## config.mk

```make
export PLATFORM = sky130hd
export DESIGN_NAME = adc_dual_slope_seq
export DESIGN_NICKNAME = d
export VERILOG_FILES = /design/src/rtl/adc_seq_pkg.sv /design/src/rtl/adc_cnt_tick.sv /design/src/rtl/adc_bcd_chain.sv /design/src/rtl/adc_seg7_bank.sv /design/src/rtl/adc_dual_slope_seq.sv
export SDC_FILE = /design/constraint.sdc
export NUM_CORES = 1
export LEC_CHECK = 0
export ABC_AREA = 1
export BUFFER_PORTS_ARGS = -buffer_cell sky130_fd_sc_hd__buf_2
export CORE_MARGIN = 3
export CORE_UTILIZATION = 56
export DETAILED_ROUTE_END_ITERATION = 7
export PLACE_DENSITY = 0.75
export SYNTH_ARGS = -nofsm -noshare
export SYNTH_HDL_FRONTEND = slang
export SYNTH_HIERARCHICAL = 1
export SYNTH_SLANG_ARGS = --single-unit
```

## constraint.sdc

```tcl
create_clock -name clk -period 2.6 [get_ports clk]
set_clock_uncertainty 0.2 [all_clocks]
set_input_delay 0.26 -clock clk [delete_from_list [all_inputs] [get_ports clk]]
set_output_delay 0.26 -clock clk [all_outputs]
set_load 0.02 [all_outputs]
```

## src/rtl/adc_seq_pkg.sv

```systemverilog
package adc_seq_pkg;

    typedef enum logic [1:0] {
        PH_AZ    = 2'd0,
        PH_INT   = 2'd1,
        PH_DEINT = 2'd2
    } phase_e;

    function automatic logic [6:0] seg7_of(input logic [3:0] v);
        logic [6:0] s;
        case (v)
            4'd0: s = 7'h3F;
            4'd1: s = 7'h06;
            4'd2: s = 7'h5B;
            4'd3: s = 7'h4F;
            4'd4: s = 7'h66;
            4'd5: s = 7'h6D;
            4'd6: s = 7'h7D;
            4'd7: s = 7'h07;
            4'd8: s = 7'h7F;
            4'd9: s = 7'h6F;
            default: s = 7'h40;
        endcase
        return s;
    endfunction

endpackage

```

## src/rtl/adc_cnt_tick.sv

```systemverilog
module adc_cnt_tick #(
    parameter int DIV = 4
) (
    input  logic clk,
    input  logic rst,
    output logic tick
);
    localparam int DW = (DIV > 1) ? $clog2(DIV) : 1;
    localparam logic [DW-1:0] LAST = DW'(DIV - 1);

    logic [DW-1:0] cnt;

    assign tick = (cnt == LAST);

    always_ff @(posedge clk) begin
        if (rst || tick) cnt <= '0;
        else             cnt <= cnt + DW'(1);
    end
endmodule

```

## src/rtl/adc_bcd_chain.sv

```systemverilog
module adc_bcd_chain #(
    parameter int DIGITS = 4
) (
    input  logic                  clk,
    input  logic                  clr,
    input  logic                  en,
    output logic [4*DIGITS-1:0]   value
);
    logic [DIGITS:0] carry;

    assign carry[0] = en;

    for (genvar g = 0; g < DIGITS; g++) begin : g_dec
        logic [3:0] d;
        assign carry[g+1] = carry[g] && (d == 4'd9);
        assign value[4*g +: 4] = d;
        always_ff @(posedge clk) begin
            if (clr)           d <= 4'd0;
            else if (carry[g]) d <= (d == 4'd9) ? 4'd0 : d + 4'd1;
        end
    end
endmodule

```

## src/rtl/adc_seg7_bank.sv

```systemverilog
module adc_seg7_bank
    import adc_seq_pkg::*;
#(
    parameter int DIGITS = 4
) (
    input  logic [4*DIGITS-1:0] bcd,
    input  logic                force_on,
    output logic [7*DIGITS-1:0] seg
);
    for (genvar g = 0; g < DIGITS; g++) begin : g_seg
        assign seg[7*g +: 7] = force_on ? 7'h7F : seg7_of(bcd[4*g +: 4]);
    end
endmodule

```

## src/rtl/adc_dual_slope_seq.sv

```systemverilog
module adc_dual_slope_seq
    import adc_seq_pkg::*;
#(
    parameter int CLK_DIV    = 4,
    parameter int INT_COUNTS = 1000,
    parameter int DEINT_MAX  = 2000,
    parameter int AZ_MIN     = 1000,
    parameter int DIGITS     = 4
) (
    input  logic                clk,
    input  logic                rst,
    input  logic                cmp_in,
    input  logic                test_all_on,
    output logic                ph_az,
    output logic                ph_int,
    output logic                ph_deint,
    output logic [4*DIGITS-1:0] bcd_out,
    output logic [7*DIGITS-1:0] seg_out,
    output logic                over_range
);
    localparam int CYCLE_COUNTS = INT_COUNTS + DEINT_MAX + AZ_MIN;
    localparam int CW           = $clog2(CYCLE_COUNTS);
    localparam logic [CW-1:0] INT_LAST   = CW'(INT_COUNTS - 1);
    localparam logic [CW-1:0] DEINT_LAST = CW'(INT_COUNTS + DEINT_MAX - 1);
    localparam logic [CW-1:0] CYC_LAST   = CW'(CYCLE_COUNTS - 1);
    localparam logic [CW-1:0] AZ_START   = CW'(INT_COUNTS + DEINT_MAX);

    phase_e        state, state_nx;
    logic [CW-1:0] cyc, cyc_nx;
    logic          tick;
    logic          cmp_meta, cmp_s, ref_lvl;
    logic          trip, limit, start_deint;
    logic [4*DIGITS-1:0] count;

    adc_cnt_tick #(.DIV(CLK_DIV)) u_tick (
        .clk  (clk),
        .rst  (rst),
        .tick (tick)
    );

    always_ff @(posedge clk) begin
        if (rst) begin
            cmp_meta <= 1'b0;
            cmp_s    <= 1'b0;
        end else begin
            cmp_meta <= cmp_in;
            cmp_s    <= cmp_meta;
        end
    end

    assign trip        = tick && (state == PH_DEINT) && (cmp_s != ref_lvl);
    assign limit       = tick && (state == PH_DEINT) && !trip && (cyc == DEINT_LAST);
    assign start_deint = tick && (state == PH_INT) && (cyc == INT_LAST);

    // next-state and cycle position
    always_comb begin
        state_nx = state;
        cyc_nx   = cyc;
        if (tick) begin
            unique case (state)
                PH_AZ: begin
                    if (cyc == CYC_LAST) begin
                        cyc_nx   = '0;
                        state_nx = PH_INT;
                    end else begin
                        cyc_nx = cyc + CW'(1);
                    end
                end
                PH_INT: begin
                    cyc_nx = cyc + CW'(1);
                    if (cyc == INT_LAST) state_nx = PH_DEINT;
                end
                PH_DEINT: begin
                    cyc_nx = cyc + CW'(1);
                    if (trip || limit) state_nx = PH_AZ;
                end
                default: state_nx = PH_AZ;
            endcase
        end
    end

    // state register
    always_ff @(posedge clk) begin
        if (rst) begin
            state   <= PH_AZ;
            cyc     <= AZ_START;
            ref_lvl <= 1'b0;
        end else begin
            state <= state_nx;
            cyc   <= cyc_nx;
            if (start_deint) ref_lvl <= cmp_s;
        end
    end

    // output decode
    always_comb begin
        ph_az    = 1'b0;
        ph_int   = 1'b0;
        ph_deint = 1'b0;
        unique case (state)
            PH_AZ:    ph_az    = 1'b1;
            PH_INT:   ph_int   = 1'b1;
            PH_DEINT: ph_deint = 1'b1;
            default:  ph_az    = 1'b1;
        endcase
    end

    adc_bcd_chain #(.DIGITS(DIGITS)) u_count (
        .clk   (clk),
        .clr   (rst || start_deint),
        .en    (tick && (state == PH_DEINT) && !trip),
        .value (count)
    );

    always_ff @(posedge clk) begin
        if (rst) begin
            bcd_out    <= '0;
            over_range <= 1'b0;
        end else if (trip) begin
            bcd_out    <= count;
            over_range <= 1'b0;
        end else if (limit) begin
            bcd_out    <= '1;
            over_range <= 1'b1;
        end
    end

    adc_seg7_bank #(.DIGITS(DIGITS)) u_seg (
        .bcd      (bcd_out),
        .force_on (test_all_on),
        .seg      (seg_out)
    );
endmodule

```

==> run_results.csv, run 1 <==
group,metric,value,unit
yosys,async_flop_share,0,%
setup_path,cp.required,2600,ps
setup_path,cp-start-kind,"register",
yosys,synth.cell_area,3530,sq um
floorplanning,die-area,7290,sq um
sta,slew_headroom,75.6,%
sta,period_needed,2130,ps
floorplanning,rows,28,
sta,setup_tns,0,ps
routing,wl_per_cell,10.6,um
sta,max_freq,469,MHz
placed_design,gp_congestion,0.884,
sta,worstMarginPinSlew,366,ps
routing,drt_pass1_iterations,4,
finish,layout_commonest_cell,"nand2_1",
global_routing,grtUsageTotal,20.2,%
floorplanning,core_area,6030,sq um
finish,nNetsFinal,609,
sta,slew_viol_final,0,
clock_tree,cts-buffers-inserted,5,
finish,area_delta_synth_final,11.6,%
placed_design,place_area,3830,sq um
floorplanning,start_util,58.5,%
yosys,yosysSeqAreaShare,29.5,%
global_routing,grt_overflow,0,
placed_design,port_buffers,51,
floorplanning,fp.dieW,85.4,um
routing,vias,3193,
yosys,synth_edf_count,0,
pwr,p_leak,2.05,nW
routing,routed_wl,6900,um
sta,fin_crit_sh,82.1,%
setup_path,arrival,2130,ps
clock_tree,clockBufferDepth,2,
clock_tree,cts.repair.resized,0,
placed_design,hpwl,5410,um
clock_tree,htreeDepth,2,
yosys,synth_cells,521,
routing,ant_nets,0,
setup_path,crit_fanout,12,
sta,rsz0062_at_grt,"false",
job,drv_cap,0,
clock_tree,cts_setup_buffers,0,
global_routing,grt_pass1_wl,12600,um
global_routing,grt_pass1_vias,2956,
yosys,synthesis.nets,556,
routing,first_iter_violations,104,
clock_tree,clock_latency,300,ps
global_routing,grt_max_degree,29,
hold_path,hold_class,"input port to register",
global_routing,antenna_found_initial,0,
routing,via_per_inst,4.91,
clock_tree,clkSlewWorstSetupHoldPaths,90,ps
yosys,ys.warnings.count,6,
setup_path,cp-end-kind,"register",
finish,antenna_cells,0,
yosys,ys_seq_elements,52,
yosys,ys.flop_type,"dfxtp_1",
floorplanning,io_pins,52,
sta,finalSetupViolations,0,
sta,hold_violations,0,
finish,final_area,3940,sq um
yosys,synth_area_per_cell,6.77,sq um
clock_tree,clk_root_buffer_cell,"clkbuf_8",
floorplanning,die_height,85.4,um
routing,drc_errors,0,
pwr,ir_drop,371,uV
status,status,"finished, final reports clean",
yosys,synth_cell_types,36,
clock_tree,cts.sinks,52,
pwr,powerDensity,340,nW/um^2
finish,final_cell_mix,"nand2_1, inv_1, dfxtp_1",
clock_tree,cts_tree,"done",
finish,layout-drive-gt1-share,20.0,%
finish,num-fill-cells,575,
setup_path,worstSetupPathType,"register to register",
## worst max-delay path: stages (launching register included)
cell	delay, ps
dfxtp_1	380
ha_1	200
nand2_1	110
nor2_1	100
nand3_1	110
nand3b_1	210
nand2_1	220
inv_1	230
nand2_2	130
nand2_1	50
nand2_1	60
inv_1	30
## path summary, 6_finish.rpt
check                                                     endpoint  slack [ps]  cells after the start                 from
worst max-delay path            u_count/g_dec[2].d[2]$_SDFFE_PP0P_         470                     11  cyc[0]$_SDFFE_PP0P_
worst min-delay path                           cmp_meta$_SDFF_PP0_           4                      2                  rst
worst max register to register  u_count/g_dec[2].d[2]$_SDFFE_PP0P_         470                     11  cyc[0]$_SDFFE_PP0P_
worst min register to register                    cmp_s$_SDFF_PP0_         210                      2  cmp_meta$_SDFF_PP0_
## Yosys cell counts (4+ instances only)
cell	number	area (sq um)
nand3_1	29	145
nor2_4	4	45.0
nor3_1	4	20.0
a21oi_2	4	35.0
ha_1	31	388
inv_2	4	15.0
a21oi_1	11	55.1
or2_2	17	106
inv_1	88	330
nand4_1	9	56.3
nand2_2	7	43.8
o21ai_1	6	30.0
nor2_2	5	31.3
o21ai_0	9	45.0
nand2_1	153	574
nor2_1	48	180
dfxtp_1	52	1040
o211ai_1	13	97.6
## final cells by class
class	instances	area (sq um)	area share, %
clock buffer	7	86.3	2.19
clock inverter	1	7.51	0.191
inverter	92	345	8.78
multi-input combinational	370	2090	53.1
sequential	52	1040	26.5
tap	75	93.8	2.38
timing repair buffer	53	273	6.93
## timing repair
| action | in CTS | in global routing |
|---|---|---|
| hold endpoints to repair | 1 | 0 |
| hold buffers | 1 | 0 |
| endpoints found under the setup margin | 0 | 0 |
## kinds of logic after synthesis
family	after synthesis	synth area share (%)
xor gates and xnor gates	2	0.497
and+or+nand+nor	288	38.2
buffers and inverters	99	11.3
adders and majority gates	31	11.0
DFF	52	29.5
AOI/OAI and AO/OA	49	9.51
## routing by layer
metal  vias up  track usage (%)  routed length, um
li1       1710                -                  -
met1      1402             27.2               3390
met2        75             34.7               3100
met3         6             2.72                358
met4         0             4.03                 55
met5         -                0                  0
## flip-flops by register name, indices dropped and copies added (netlist names)
name,flops
ref_lvl,1
cmp_meta,1
state,2
u_tick/cnt,2
bcd_out,16
cyc,12
u_count/g_dec.d,16
cmp_s,1
over_range,1
## power breakdown
part           total (mW)  internal [mW]  switching (mW)
Clock               0.469          0.217           0.252
Sequential          0.807          0.803         0.00368
Combinational      0.0636         0.0198          0.0438
Total                1.34           1.04           0.299
## stage by stage
stage                     hold slack (ps)  worst slack (ps)  power (mW)  util (%)  cells
after floorplan                       131               667       0.873         -    521
after global placement                197               559       0.888      63.6    641
after detailed placement              208               490       0.889      63.6    641
after CTS                           0.711               467        1.35      65.3    650
after global routing                 5.57               213        1.40      65.3    650
final                                3.75               466        1.34      65.3    650
No activity file was read; power rests on OpenSTA's default activity.
==> run 2, diff against run 1 <==
Settings changed: CORE_UTILIZATION 56 to 51, PLACE_DENSITY 0.75 to 0.72.
Clock period 2.6 ns to 1.93 ns, I/O delays scaled along.
==> run 2 against run 1 <==
Core utilization fell by 0.44 points. Cell count grew 3.8%. Combinational power is 65% higher. Highest routed layer unchanged.
==> run_results.csv, run 2 (synthesized netlist as in run 1, its figures left out) <==
group,metric,value,unit
status,status,"finished, final reports clean",
setup_path,cp.required,1540,ps
placed_design,gp_congestion,0.872,
global_routing,grt_overflow,0,
setup_path,critical_path_buf_inv_count,2,
sta,max_freq,543,MHz
finish,reg_top3,"bcd_out (16), u_count/g_dec.d (16), cyc (12)",
routing,via_per_inst,4.97,
setup_path,cp-end-kind,"output port",
global_routing,grt_pass1_vias,2932,
clock_tree,cts-buffers-inserted,5,
routing,first_iter_violations,143,
pwr,powerDensity,433,nW/um^2
finish,final_area,4240,sq um
sta,hold_ws,212,ps
finish,final_cell_count_no_fill,675,
finish,layout_commonest_cell,"nand2_1",
floorplanning,fp.dieW,89.2,um
sta,finalSetupViolations,0,
setup_path,crit_end,"seg_out[17]",
floorplanning,start_util,54.0,%
pwr,power,1.84,mW
setup_path,crit_slowest_cell,"dfxtp_4",
clock_tree,clock_latency,310,ps
setup_path,arrival,1450,ps
setup_path,r2r-end,"cyc[8]$_SDFFE_PP1P_",
pwr,ir_drop,297,uV
floorplanning,rows,29,
clock_tree,cts_tree,"done",
routing,vias,3353,
sta,hold_violations,0,
floorplanning,core_area,6530,sq um
setup_path,critPathLaunch,"bcd_out[8]$_SDFFE_PP0P_",
sta,worstMarginPinSlew,289,ps
global_routing,antenna_found_initial,0,
finish,layout-drive-gt1-share,27.3,%
routing,drc_errors,0,
setup_path,cp_common_cell,"nand2_1",
placed_design,hpwl,5540,um
setup_path,cp_top_family,"flip-flops",
setup_path,cp-start-kind,"register",
global_routing,grt_pass1_wl,12500,um
placed_design,post-place-ws,-33.1,ps
floorplanning,die_height,89.2,um
finish,final_cell_mix,"nand2_1, inv_1, buf_2",
sta,rsz0062_at_grt,"true",
global_routing,grtUsageTotal,19.4,%
routing,routed_wl,7490,um
clock_tree,cts.sinks,52,
finish,area_delta_synth_final,20.1,%
clock_tree,htreeDepth,2,
routing,wl_per_cell,11.1,um
sta,slew_viol_final,0,
setup_path,regToRegSetupSlack,100,ps
setup_path,regToRegStartpoint,"state[0]$_SDFFE_PP0P_",
placed_design,place_inst,652,
setup_path,slowest_delay,370,ps
routing,drt_pass1_iterations,5,
routing,ant_nets,0,
global_routing,grt_max_degree,21,
sta,period_needed,1840,ps
hold_path,hold_class,"register to register",
floorplanning,die-area,7950,sq um
sta,layout_setup_ws,88.5,ps
setup_path,rr_worst_depth,9,
clock_tree,clockBufferDepth,2,
setup_path,critical_path_cell_count,7,
sta,fin_crit_sh,95.4,%
clock_tree,clkSlewWorstSetupHoldPaths,100,ps
finish,nNetsFinal,632,
placed_design,port_buffers,51,
setup_path,crit_fanout,4,
floorplanning,io_pins,52,
placed_design,place_area,3900,sq um
job,drv_cap,0,
sta,slew_headroom,80.7,%
setup_path,path_cells,"inv_1 > ha_1 > nand2_1 > nand2_1 > nand2_1 > nand2_1 > buf_2",
pwr,p_leak,2.18,nW
setup_path,worstSetupPathType,"register to output port",
clock_tree,clk_root_buffer_cell,"clkbuf_8",
finish,antenna_cells,0,
==> run 2: cell type report <==
type / count / area [sq um]
fillers: 581 / 2290
multi-input cells: 370 / 2170
flip-flops and latches: 52 / 1070
repair buffers: 75 / 448
inverters: 92 / 354
well taps: 77 / 96.3
clock buffers: 7 / 86.3
clock inverters: 1 / 7.51
repair inverters: 1 / 7.51
==> run 2: power breakdown <==
part	leakage [nW]	switching, mW	internal, mW	total (mW)
registers	0.426	0.00966	1.08	1.09
logic	1.71	0.0659	0.0392	0.105
clock network	0.0445	0.353	0.292	0.645
==> run 2: timing repair <==
action / 4_1_cts / 5_1_grt
endpoints found under the hold margin: 4 / 0
setup endpoints to repair: 14 / 24
buffers inserted: 2 / 9
pin swaps: 2 / 9
gates resized for setup: 16 / 27
gates cloned: 1 / 0
hold buffers: 3 / 0
==> run 2: layer usage <==
layer	global-route usage [%]	share of wire (%)	routed length, um	up-vias
li1	-	-	-	1764
met1	26.4	49	3670	1485
met2	32.1	44	3310	94
met3	2.49	5.4	401	10
met4	6.09	1.6	121	0
met5	0	0	0	-
==> run 2: per-stage QoR <==
stage                     util (%)  setup TNS, ps
after floorplan                  -              0
after global placement        59.8              0
after detailed placement      59.8          -72.4
after CTS                     62.4              0
after global routing          64.9           -124
final                         64.9              0
==> run 2: worst register-to-register path, stage by stage, from the launching register on <==
cell	delay [ps]
dfxtp_2	360
ha_1	200
inv_1	70
nand2_2	120
nor2_1	270
nand4_2	180
nand2_1	100
inv_1	40
o21ai_1	120
nand2_1	70
==> run 2: how the worst min path moves through the flow <==
| stage | cells after the start | slack (ps) | endpoint | startpoint |
|---|---|---|---|---|
| 2_1_floorplan | 1 | 60 | cmp_meta$_SDFF_PP0_ | rst |
| 3_5_place_dp | 2 | 200 | cmp_s$_SDFF_PP0_ | cmp_meta$_SDFF_PP0_ |
| 3_3_place_gp | 2 | 200 | cmp_s$_SDFF_PP0_ | cmp_meta$_SDFF_PP0_ |
| 5_1_grt | 2 | 230 | cmp_s$_SDFF_PP0_ | cmp_meta$_SDFF_PP0_ |
| 6_report | 2 | 210 | cmp_s$_SDFF_PP0_ | cmp_meta$_SDFF_PP0_ |
| 4_1_cts | 2 | 210 | cmp_s$_SDFF_PP0_ | cmp_meta$_SDFF_PP0_ |
==> run 3, diff against run 2 <==
Settings changed: CORE_UTILIZATION 51 to 53, CTS_BUF_LIST set to sky130_fd_sc_hd__clkbuf_2, PLACE_DENSITY 0.72 to 0.75.
==> run 3 against run 2 <==
The run now ends with setup timing left. Non-clock buffer count rose by 13. Core utilization rose by 11 points. Largest power group unchanged. Combinational power rose by 19%. Maximum frequency fell by 5.6%. Global-route usage rose by 2.3 points. Clock power rose by 29%. Total power rose by 11%. Hold slack improved by 17 ps. Sequential share of layout area fell by 2.7 points. First-iteration DRC count rose by 29%. Clock-buffer cell count fell by 2. Final area rose by 15%.
==> run_results.csv, run 3 (synthesized netlist as in run 1, its figures left out) <==
group,metric,value,unit
status,status,"finished with violations",
status,violations,"setup timing",
finish,area_delta_synth_final,37.6,%
setup_path,regToRegStartpoint,"cyc[0]$_SDFFE_PP0P_",
hold_path,hold_class,"register to register",
pwr,powerDensity,420,nW/um^2
global_routing,grtUsageTotal,21.7,%
clock_tree,cts-buffers-inserted,5,
routing,drc_errors,0,
sta,hold_ws,229,ps
sta,fin_crit_sh,101,%
finish,multi_input_area,2450,sq um
setup_path,cp-end-kind,"register",
finish,final_cell_mix,"nand2_1, inv_1, nor2_1",
clock_tree,clock_latency,450,ps
setup_path,cp-start-kind,"register",
sta,hold_violations,0,
sta,slew_viol_final,0,
sta,setup_tns,-41.0,ps
setup_path,crit_fanout,7,
placed_design,hpwl,5710,um
sta,slew_headroom,79.8,%
floorplanning,io_pins,52,
floorplanning,start_util,55.2,%
sta,max_freq,513,MHz
clock_tree,cts_tree,"done",
finish,ff_latch_area,1090,sq um
floorplanning,die_height,87.6,um
job,drv_cap,0,
clock_tree,clockBufferDepth,2,
finish,reg_top3,"bcd_out (16), u_count/g_dec.d (16), cyc (12)",
pwr,ir_drop,499,uV
sta,worstMarginPinSlew,302,ps
setup_path,path_cells,"ha_4 > nand2_4 > nor2_4 > nand3_2 > nand3b_1 > nand2_2 > clkinvlp_4 > buf_6 > nand4_1 > o21ai_1",
setup_path,crit_slowest_cell,"dfxtp_4",
placed_design,port_buffers,51,
global_routing,grt_max_degree,20,
setup_path,arrival,2120,ps
floorplanning,fp.dieW,87.6,um
global_routing,grt_pass1_vias,3110,
finish,layout_commonest_cell,"nand2_1",
routing,ant_nets,0,
setup_path,critPathLaunch,"cyc[0]$_SDFFE_PP0P_",
routing,vias,3488,
global_routing,antenna_found_initial,0,
routing,first_iter_violations,185,
setup_path,worstSetupPathType,"register to register",
pwr,p_leak,2.45,nW
routing,via_per_inst,5.08,
sta,finalSetupViolations,3,
routing,wl_per_cell,12.3,um
floorplanning,core_area,6390,sq um
floorplanning,die-area,7670,sq um
hold_path,hold_start,"cmp_meta$_SDFF_PP0_",
setup_path,slowest_delay,430,ps
finish,num-fill-cells,446,
sta,rsz0062_at_grt,"true",
routing,routed_wl,8430,um
sta,layout_setup_ws,-21.1,ps
sta,period_needed,1950,ps
global_routing,grt_pass1_wl,13700,um
floorplanning,rows,29,
clock_tree,cts.sinks,52,
setup_path,cp.required,2100,ps
routing,drt_pass1_iterations,5,
finish,layout-drive-gt1-share,40.5,%
finish,nNetsFinal,644,
placed_design,gp_congestion,0.890,
global_routing,grt_overflow,0,
clock_tree,clk_root_buffer_cell,"clkbuf_2",
clock_tree,htreeDepth,2,
finish,antenna_cells,0,
clock_tree,clkSlewWorstSetupHoldPaths,270,ps
[run 3: changes by cell type in the layout (fill, tap and decap cells not counted), sizes merged]
cell / before / now
clkinvlp: 3 / 1
bufinv: 0 / 3
clkbuf: 7 / 5
buf: 72 / 85
[run 3: final cells by class]
class                           instances  share of cell area [%]
Sequential cell                        52                    22.6
Timing Repair Buffer                   88                    15.0
Multi-Input combinational cell        370                    50.4
Inverter                               92                    7.65
Clock buffer                            5                   0.515
Clock inverter                          3                    1.86
Tap cell                               77                    1.98
[run 3: stage by stage]
stage	power (mW)	setup WS (ps)	area, sq um	cells	util [%]
2_1_floorplan	1.18	21.8	3530	521	-
5_1_grt	2.11	-137	4850	687	76.0
4_1_cts	2.03	-29.9	4390	676	68.8
6_report	2.04	-21.1	4850	687	76.0
3_5_place_dp	1.21	-21.2	3910	653	61.2
3_3_place_gp	1.20	56.1	3910	653	61.2
[run 3: worst max-delay path, delay by kind of cell (launching register included)]
family	cells	cell delay, ps
flip-flops	1	430
adder cells (fa/ha/maj)	1	150
buffers and inverters	2	370
AND/OR/NAND/NOR	6	630
AO/OA/AOI/OAI	1	60
[run 3: per-layer routing]
metal / vias to the layer above / routed length, um / GRT usage (%)
met1: 1595 / 3720 / 28.2
met4: 0 / 72 / 4.74
met3: 6 / 361 / 3.10
met2: 87 / 4270 / 38.2
met5: - / 0 / 0
li1: 1800 / - / -
[run 3: worst paths after layout]
path | to | slack, ps | cells past startpoint
setup / recovery | u_count/g_dec[1].d[1]$_SDFFE_PP0P_ | -20 | 10
hold / removal | cmp_s$_SDFF_PP0_ | 230 | 2
setup reg to reg | u_count/g_dec[1].d[1]$_SDFFE_PP0P_ | -20 | 10
hold reg to reg | cmp_s$_SDFF_PP0_ | 230 | 2
[run 3: what timing repair did]
action                                  CTS  global route
setup buffers                            12            11
endpoints found under the setup margin   40            53
gates cloned                              0             0
pin swaps                                 9            34
hold endpoints to repair                  6             0
hold buffers                              3             0
resized for setup                        78           121
[run 3: where the power goes]
group / internal, mW / switching, mW / total, mW
registers: 1.07 / 0.00885 / 1.08
logic: 0.0514 / 0.0739 / 0.125
clock network: 0.477 / 0.352 / 0.829
total: 1.60 / 0.435 / 2.04
